**config.mk**
```make
export PLATFORM = sky130hd
export DESIGN_NAME = pmu_sleep_ctrl
export DESIGN_NICKNAME = d
export VERILOG_FILES = /design/src/rtl/pmu_pkg.sv /design/src/rtl/pmu_wake_sync.sv /design/src/rtl/pmu_seq.sv /design/src/rtl/pmu_gate.sv /design/src/rtl/pmu_sleep_ctrl.sv
export SDC_FILE = /design/constraint.sdc
export NUM_CORES = 1
export LEC_CHECK = 0
export BUFFER_PORTS_ARGS = -buffer_cell sky130_fd_sc_hd__buf_2
export CAP_MARGIN = 40
export CORE_AREA = 2 2 39 41
export DETAILED_ROUTE_END_ITERATION = 12
export DIE_AREA = 0 0 41 43
export GPL_TIMING_DRIVEN = 0
export PLACE_DENSITY = 0.51
export SKIP_LAST_GASP = 1
export SYNTH_ARGS = -nofsm -noshare
export SYNTH_HDL_FRONTEND = slang
export SYNTH_SLANG_ARGS = --single-unit
```
**constraint.sdc**
```tcl
create_clock -name clk_i -period 2.8 [get_ports clk_i]
set_input_delay 0.28 -clock clk_i [delete_from_list [all_inputs] [get_ports clk_i]]
set_output_delay 0.28 -clock clk_i [all_outputs]
set_load 0.01 [all_outputs]
```
**src/rtl/pmu_pkg.sv**
```systemverilog
package pmu_pkg;
  typedef enum logic [2:0] {
    PS_RUN    = 3'd0,
    PS_DRAIN  = 3'd1,
    PS_FREEZE = 3'd2,
    PS_IDLE   = 3'd3,
    PS_DEEP   = 3'd4,
    PS_WAKE   = 3'd5
  } pstate_e;
endpackage

```
**src/rtl/pmu_wake_sync.sv**
```systemverilog
module pmu_wake_sync #(
  parameter int STAGES = 2
) (
  input  logic clk_i,
  input  logic rst_ni,
  input  logic async_i,
  output logic sync_o
);
  localparam int Last = STAGES - 1;

  logic [STAGES-1:0] q;

  generate
    if (STAGES == 1) begin : g_one
      always_ff @(posedge clk_i or negedge rst_ni)
        if (!rst_ni) q <= '0;
        else         q <= async_i;
    end else begin : g_chain
      always_ff @(posedge clk_i or negedge rst_ni)
        if (!rst_ni) q <= '0;
        else         q <= {q[STAGES-2:0], async_i};
    end
  endgenerate

  assign sync_o = q[Last];
endmodule

```
**src/rtl/pmu_seq.sv**
```systemverilog
module pmu_seq
  import pmu_pkg::*;
(
  input  logic    clk_i,
  input  logic    rst_ni,
  input  logic    sleep_cmd_i,
  input  logic    sleep_deep_i,
  input  logic    mem_busy_i,
  input  logic    gpio_wake_i,
  input  logic    timer_wake_i,
  output pstate_e state_o
);
  pstate_e state_q, state_d;
  logic    deep_q, deep_d;
  logic    wake_any;

  assign wake_any = gpio_wake_i | timer_wake_i;

  always_comb begin
    state_d = state_q;
    deep_d  = deep_q;
    unique case (state_q)
      PS_RUN: if (sleep_cmd_i) begin
        state_d = PS_DRAIN;
        deep_d  = sleep_deep_i;
      end
      PS_DRAIN:  if (wake_any)         state_d = PS_RUN;
                 else if (!mem_busy_i) state_d = PS_FREEZE;
      PS_FREEZE: if (wake_any)         state_d = PS_RUN;
                 else                  state_d = deep_q ? PS_DEEP : PS_IDLE;
      PS_IDLE:   if (wake_any)         state_d = PS_WAKE;
      PS_DEEP:   if (gpio_wake_i)      state_d = PS_WAKE;  // timer domain is off
      PS_WAKE:                         state_d = PS_RUN;
      default:                         state_d = PS_RUN;
    endcase
  end

  always_ff @(posedge clk_i or negedge rst_ni)
    if (!rst_ni) begin
      state_q <= PS_RUN;
      deep_q  <= 1'b0;
    end else begin
      state_q <= state_d;
      deep_q  <= deep_d;
    end

  assign state_o = state_q;

  a_r2_drain_holds: assert property (@(posedge clk_i) disable iff (!rst_ni)
    (state_q == PS_DRAIN && mem_busy_i && !wake_any) |=> state_q == PS_DRAIN);
  a_r7_deep_timer_blind: assert property (@(posedge clk_i) disable iff (!rst_ni)
    (state_q == PS_DEEP && !gpio_wake_i) |=> state_q == PS_DEEP);
  a_r6_wake_single: assert property (@(posedge clk_i) disable iff (!rst_ni)
    state_q == PS_WAKE |=> state_q == PS_RUN);
  a_r12_cmd_outside_run: assert property (@(posedge clk_i) disable iff (!rst_ni)
    (state_q == PS_IDLE && !wake_any) |=> state_q == PS_IDLE);
endmodule

```
**src/rtl/pmu_gate.sv**
```systemverilog
module pmu_gate
  import pmu_pkg::*;
#(
  parameter int N_MEM = 2
) (
  input  logic             clk_i,
  input  logic             rst_ni,
  input  pstate_e          state_i,
  input  logic             uart_busy_i,
  input  logic             timer_busy_i,
  output logic             core_clk_en_o,
  output logic             stall_o,
  output logic             uart_clk_en_o,
  output logic             timer_clk_en_o,
  output logic             gpio_clk_en_o,
  output logic [N_MEM-1:0] mem_en_o
);
  logic in_deep;

  assign in_deep = (state_i == PS_DEEP);

  always_comb begin
    core_clk_en_o = 1'b1;
    stall_o       = 1'b0;
    unique case (state_i)
      PS_RUN, PS_DRAIN: ;
      PS_FREEZE, PS_WAKE: stall_o = 1'b1;
      PS_IDLE, PS_DEEP: begin
        stall_o       = 1'b1;
        core_clk_en_o = 1'b0;
      end
      default: ;
    endcase
  end

  // activity-based gating; deep tier drops everything but GPIO
  assign uart_clk_en_o  = uart_busy_i  & ~in_deep;
  assign timer_clk_en_o = timer_busy_i & ~in_deep;
  assign gpio_clk_en_o  = 1'b1;

  generate
    for (genvar i = 0; i < N_MEM; i++) begin : g_mem
      assign mem_en_o[i] = 1'b1;
    end
  endgenerate

  a_r4_gated_core_stalled: assert property (@(posedge clk_i) disable iff (!rst_ni)
    !core_clk_en_o |-> stall_o);
  a_r3_stall_before_gate: assert property (@(posedge clk_i) disable iff (!rst_ni)
    $rose(stall_o) |-> core_clk_en_o);
  a_r6_clock_before_release: assert property (@(posedge clk_i) disable iff (!rst_ni)
    $fell(stall_o) |-> $past(core_clk_en_o));
endmodule

```
**src/rtl/pmu_sleep_ctrl.sv**
```systemverilog
module pmu_sleep_ctrl
  import pmu_pkg::*;
#(
  parameter int SYNC_STAGES = 2,
  parameter int N_MEM       = 2
) (
  input  logic             clk_i,
  input  logic             rst_ni,
  input  logic             sleep_cmd_i,
  input  logic             sleep_deep_i,
  input  logic             mem_busy_i,
  input  logic             gpio_irq_i,
  input  logic             timer_wake_i,
  input  logic             uart_busy_i,
  input  logic             timer_busy_i,
  output logic             core_clk_en_o,
  output logic             stall_o,
  output logic             uart_clk_en_o,
  output logic             timer_clk_en_o,
  output logic             gpio_clk_en_o,
  output logic [N_MEM-1:0] mem_en_o,
  output logic [2:0]       pstate_o
);
  logic    gpio_wake;
  pstate_e state;

  pmu_wake_sync #(.STAGES(SYNC_STAGES)) i_sync (
    .clk_i   (clk_i),
    .rst_ni  (rst_ni),
    .async_i (gpio_irq_i),
    .sync_o  (gpio_wake)
  );

  pmu_seq i_seq (
    .clk_i        (clk_i),
    .rst_ni       (rst_ni),
    .sleep_cmd_i  (sleep_cmd_i),
    .sleep_deep_i (sleep_deep_i),
    .mem_busy_i   (mem_busy_i),
    .gpio_wake_i  (gpio_wake),
    .timer_wake_i (timer_wake_i),
    .state_o      (state)
  );

  pmu_gate #(.N_MEM(N_MEM)) i_gate (
    .clk_i          (clk_i),
    .rst_ni         (rst_ni),
    .state_i        (state),
    .uart_busy_i    (uart_busy_i),
    .timer_busy_i   (timer_busy_i),
    .core_clk_en_o  (core_clk_en_o),
    .stall_o        (stall_o),
    .uart_clk_en_o  (uart_clk_en_o),
    .timer_clk_en_o (timer_clk_en_o),
    .gpio_clk_en_o  (gpio_clk_en_o),
    .mem_en_o       (mem_en_o)
  );

  assign pstate_o = state;

  a_r5_abort_no_stall: assert property (@(posedge clk_i) disable iff (!rst_ni)
    (pstate_o == 3'd2 && timer_wake_i) |=> (pstate_o == 3'd0 && !stall_o));
endmodule

```
**Word-level counts from Yosys, hierarchy flattened**

Cells that the tools add are included.

- Flip-flop bits (word level): 6
- Input bits: 9
- Logic and storage cells: 31

- Equality and inequality tests: 9
- Multiplexer cells: 10
- Bitwise operators: 4
- Reduce and logical (&&, ||, !) cells: 5

Operators by type and width:

| operator | count |
|---|---|
| 3-bit two-way mux | 7 |
| 3-bit one-hot mux with 5 select lines | 1 |
| 3-bit by 2-bit == test with 1-bit output (second input constant) | 2 |
| 3-bit == test (second input constant) | 2 |
| 2-bit != test (second input constant) | 3 |
| 4-bit AND reduction | 1 |
| 4-bit OR reduction | 1 |
| 3-bit by 1-bit == test with 1-bit output (second input constant) | 1 |
| 3-bit zero test | 1 |
| 3-bit by 2-bit != test with 1-bit output (second input constant) | 1 |
| 1-bit AND | 2 |
| 1-bit two-way mux | 2 |
| 2-bit AND reduction | 1 |
| 2-bit OR reduction | 1 |
| 1-bit NOT | 1 |
| 1-bit bitwise OR | 1 |

**Longest topological paths before layout**

- Depth in word-level cells: 3
- Gate-level depth with buffers: 4

**Hierarchy**

Synthesis repeated with hierarchy kept, for this count alone.

- Cells, all modules: 33
- Area total of the unflattened synthesis: 354.1 um^2

By module, submodules not included:

| module | instances | cells an instance | area each (um^2) |
|---|---|---|---|
| pmu_seq | 1 | 21 | 226.5 |
| pmu_gate | 1 | 10 | 77.6 |
| pmu_wake_sync | 1 | 2 | 50.0 |

**Worst setup path before layout**

Ideal clock, no wire load.

- Path kind: flip-flop to output port
- Start point: register i_seq.state_q[2] (netlist: i_seq.state_o[2])
- End point: output port core_clk_en_o
- Arrival: 1.030 ns
- Slack: 1.490 ns
- Stages on the path, launching flop included: 4
- Path buffers: 0
- Cell sequence: dfrtp_1 nor2b_1 and2b_1 a21oi_1

- Word-level cells in the longest chain between the ends: 3

Ends and longest elaborated chain:

| what | RTL line | RTL |
|---|---|---|
| start, declared | pmu_seq.sv:13 | `pstate_e state_q, state_d;` |
| start signal, assigned | pmu_seq.sv:43 | `state_q <= state_d;` |
| 3-bit by 2-bit == test with 1-bit output or 3-bit == test (tied branches) | pmu_gate.sv:25 | `unique case (state_i)` |
| 2-bit OR reduction (*) | n/a |  |
| 1-bit two-way mux (*) | pmu_gate.sv:25 |  |
| end, declared | pmu_sleep_ctrl.sv:16 | `output logic core_clk_en_o,` |

Every way passes the cells marked *; elsewhere a longest branch is shown, timed or not.

**Worst setup path in the final report**

- Start point: register i_seq.state_q[1] (netlist: i_seq.state_o[1])
- End point: output port stall_o

- Word-level cells in the longest chain between the ends: 3

Ends and longest elaborated chain:

| what | RTL line | RTL |
|---|---|---|
| 3-bit by 2-bit == test with 1-bit output or 3-bit == test (tied branches) | pmu_gate.sv:25 |  |
| 4-bit OR reduction (no line) (*) | n/a |  |
| 1-bit two-way mux (*) | pmu_gate.sv:25 |  |
| end, declared | pmu_sleep_ctrl.sv:17 | `output logic stall_o,` |

Marks and branches as above.

==> metrics.txt <==
status finished clean; Worst setup SP type flop; post-synthesis cell area 352 µm²; final setup vio count 0; Die W 41 µm; NumNets Final 68; Min Clock Period, post-route 1.64 ns; io pins 19; ys async rst share 100%; Die Height 43 µm; first-pass GRT wire length 1080 µm; yosys warns 0; vias in the first global route 259; clk sinks 6; H-Tree Depth 1; final wirelength 677 µm; top cells by area, synth dfrtp_1, buf_4, nor2b_1; Worst Skew 0.00258 ns; cts bufs inserted 3; worst path required time 2.52 ns; multi-input gate area in the final layout 168 µm²; DP Cell Count 69; ys flop type dfrtp_1; CP max FO 9; Hold Crit Class input port to flop; Cells after Synth 36; non-filler instance count after layout 73; top cell type by total area after synthesis dfrtp_1; grt ovf 0; leakage power 0.250 nW; register area 150 µm²; Seq cells post-synth 6; initial antenna violation count 0; gr usage total 9.63%; unique cell type count in the Yosys netlist 23; synth cell count leaders dfrtp_1, a21oi_1, buf_4, nor2b_1; PwrDens 550 nW/µm²; PostCTS Resize Cnt 0; P&R area growth vs syn 38.4%; number of flops mapped to enable cells by yosys 0; root buf cell clkbuf_4; syn avg cell area 9.77 µm²; maximum clock frequency 609 MHz; diode count 0; post-CTS setup buffers 0; Seq/Total Area, Yosys 42.7%; Filler Cell Count 151; Avg Vias per Cell 4.21; period utilisation layout 58.6%; Critical Path AT 1.36 ns; largest net degree at the start of global routing 10; DRC 0; RSZ-0062 raised after global routing no; core area 1380 µm²; First-pass DRT Iterations 2; Initial Utilization 25.4%; via count 307; setup_tns 0 ns; initial DRC count 1; die area 1760 µm²; Clock transition at path regs 0.04 ns; Wirelength per Cell 9.27 µm; Final ANT Viol Nets 0; share of cells above drive strength 1 45.6%; maximum vdd ir drop 0.296 mV; IO buf count 15; Final Hold Viols 0; maximum root-to-sink buffer count 2; top cell type's share of synthesized area 42.7%; Crit Path Class flop to output port; max_cap viols 0; clk_lat worst skew 0.24 ns; row cnt 14; most frequent cell after synthesis dfrtp_1; CTS tree yes; GP Congestion 0.690; Final Max Slew Viols 0; Setup crit end kind output port
-- flip-flops by register name, indices dropped and copies added (netlist names) --
signal         flops
i_seq.deep_q       1
i_sync.q           2
i_seq.state_o      3
-- through the flow --
step	hold slack, ns	total power, mW	setup WS, ns	area, µm²	utilization (%)
after global routing	0.130	0.288	1.06	487	35.2
final	0.145	0.268	1.16	487	35.2
after global placement	0.110	0.191	1.42	454	32.8
after detailed placement	0.109	0.191	1.43	454	32.8
after CTS	0.137	0.272	1.16	487	35.2
after floorplan	-0.0156	0.165	1.49	359	-
-- worst max-delay path: stages (launching register included) --
cell and delay, ns:
dfrtp_1 0.47, nor2b_2 0.22, or2_2 0.29, buf_2 0.14
-- final timing paths --
path	startpoint	endpoint	slack, ns	cells after the start
setup / recovery	i_seq.state_o[1]	stall_o	1.16	3
hold / removal	gpio_irq_i	i_sync.q[0]	0.14	1
setup reg to reg	i_seq.state_o[0]	i_seq.deep_q	1.53	3
hold reg to reg	i_sync.q[0]	i_sync.q[1]	0.34	0
max in group asynchronous	rst_ni	i_sync.q[1]	2.27	2
min in group asynchronous	rst_ni	i_seq.state_o[1]	0.39	2
-- logic make-up (layout without fill, tap and decap cells) --
logic type             Yosys count  in the layout  share of synthesized area (%)
and+or+nand+nor                 13             13                           25.3
AOI/OAI and AO/OA                8              8                           12.8
DFF                              6              6                           42.7
buffers and inverters            6             25                           11.7
muxes                            2              2                           6.41
other                            1              3                           1.07
-- layer usage --
metal,vias up,global-route usage [%],part of all wire [%]
met2,18,11.3,38
met1,124,11.9,45
met3,4,4.19,13
li1,161,-,-
met5,-,0,0
met4,0,10.0,3.1
-- final cells by class --
class                      instances  share of cell area, %
buffer                             4                   6.94
clock buffer                       3                   4.63
inverter                           2                   1.54
multi-input combinational         26                   34.4
sequential                         6                   30.8
tap                               16                   4.11
timing repair buffer              16                   17.5
-- layout by cell type, fill, tap and decap left out, drive strengths merged, types with 3 or more instances in the layout --
cell type / count
clkbuf: 3
nor2b: 4
conb: 3
a21oi: 3
dfrtp: 6
buf: 19
-- power breakdown --
group / internal (mW) / switching, mW
clock: 0.0483 / 0.0292
sequential: 0.0989 / 0.0123
combinational: 0.0425 / 0.0366
-- what timing repair did --
action,4_1_cts,5_1_grt
endpoints found under the hold margin,6,0
hold buffers,1,0
setup endpoints to repair,0,0
No activity file was read; power rests on OpenSTA's default activity.
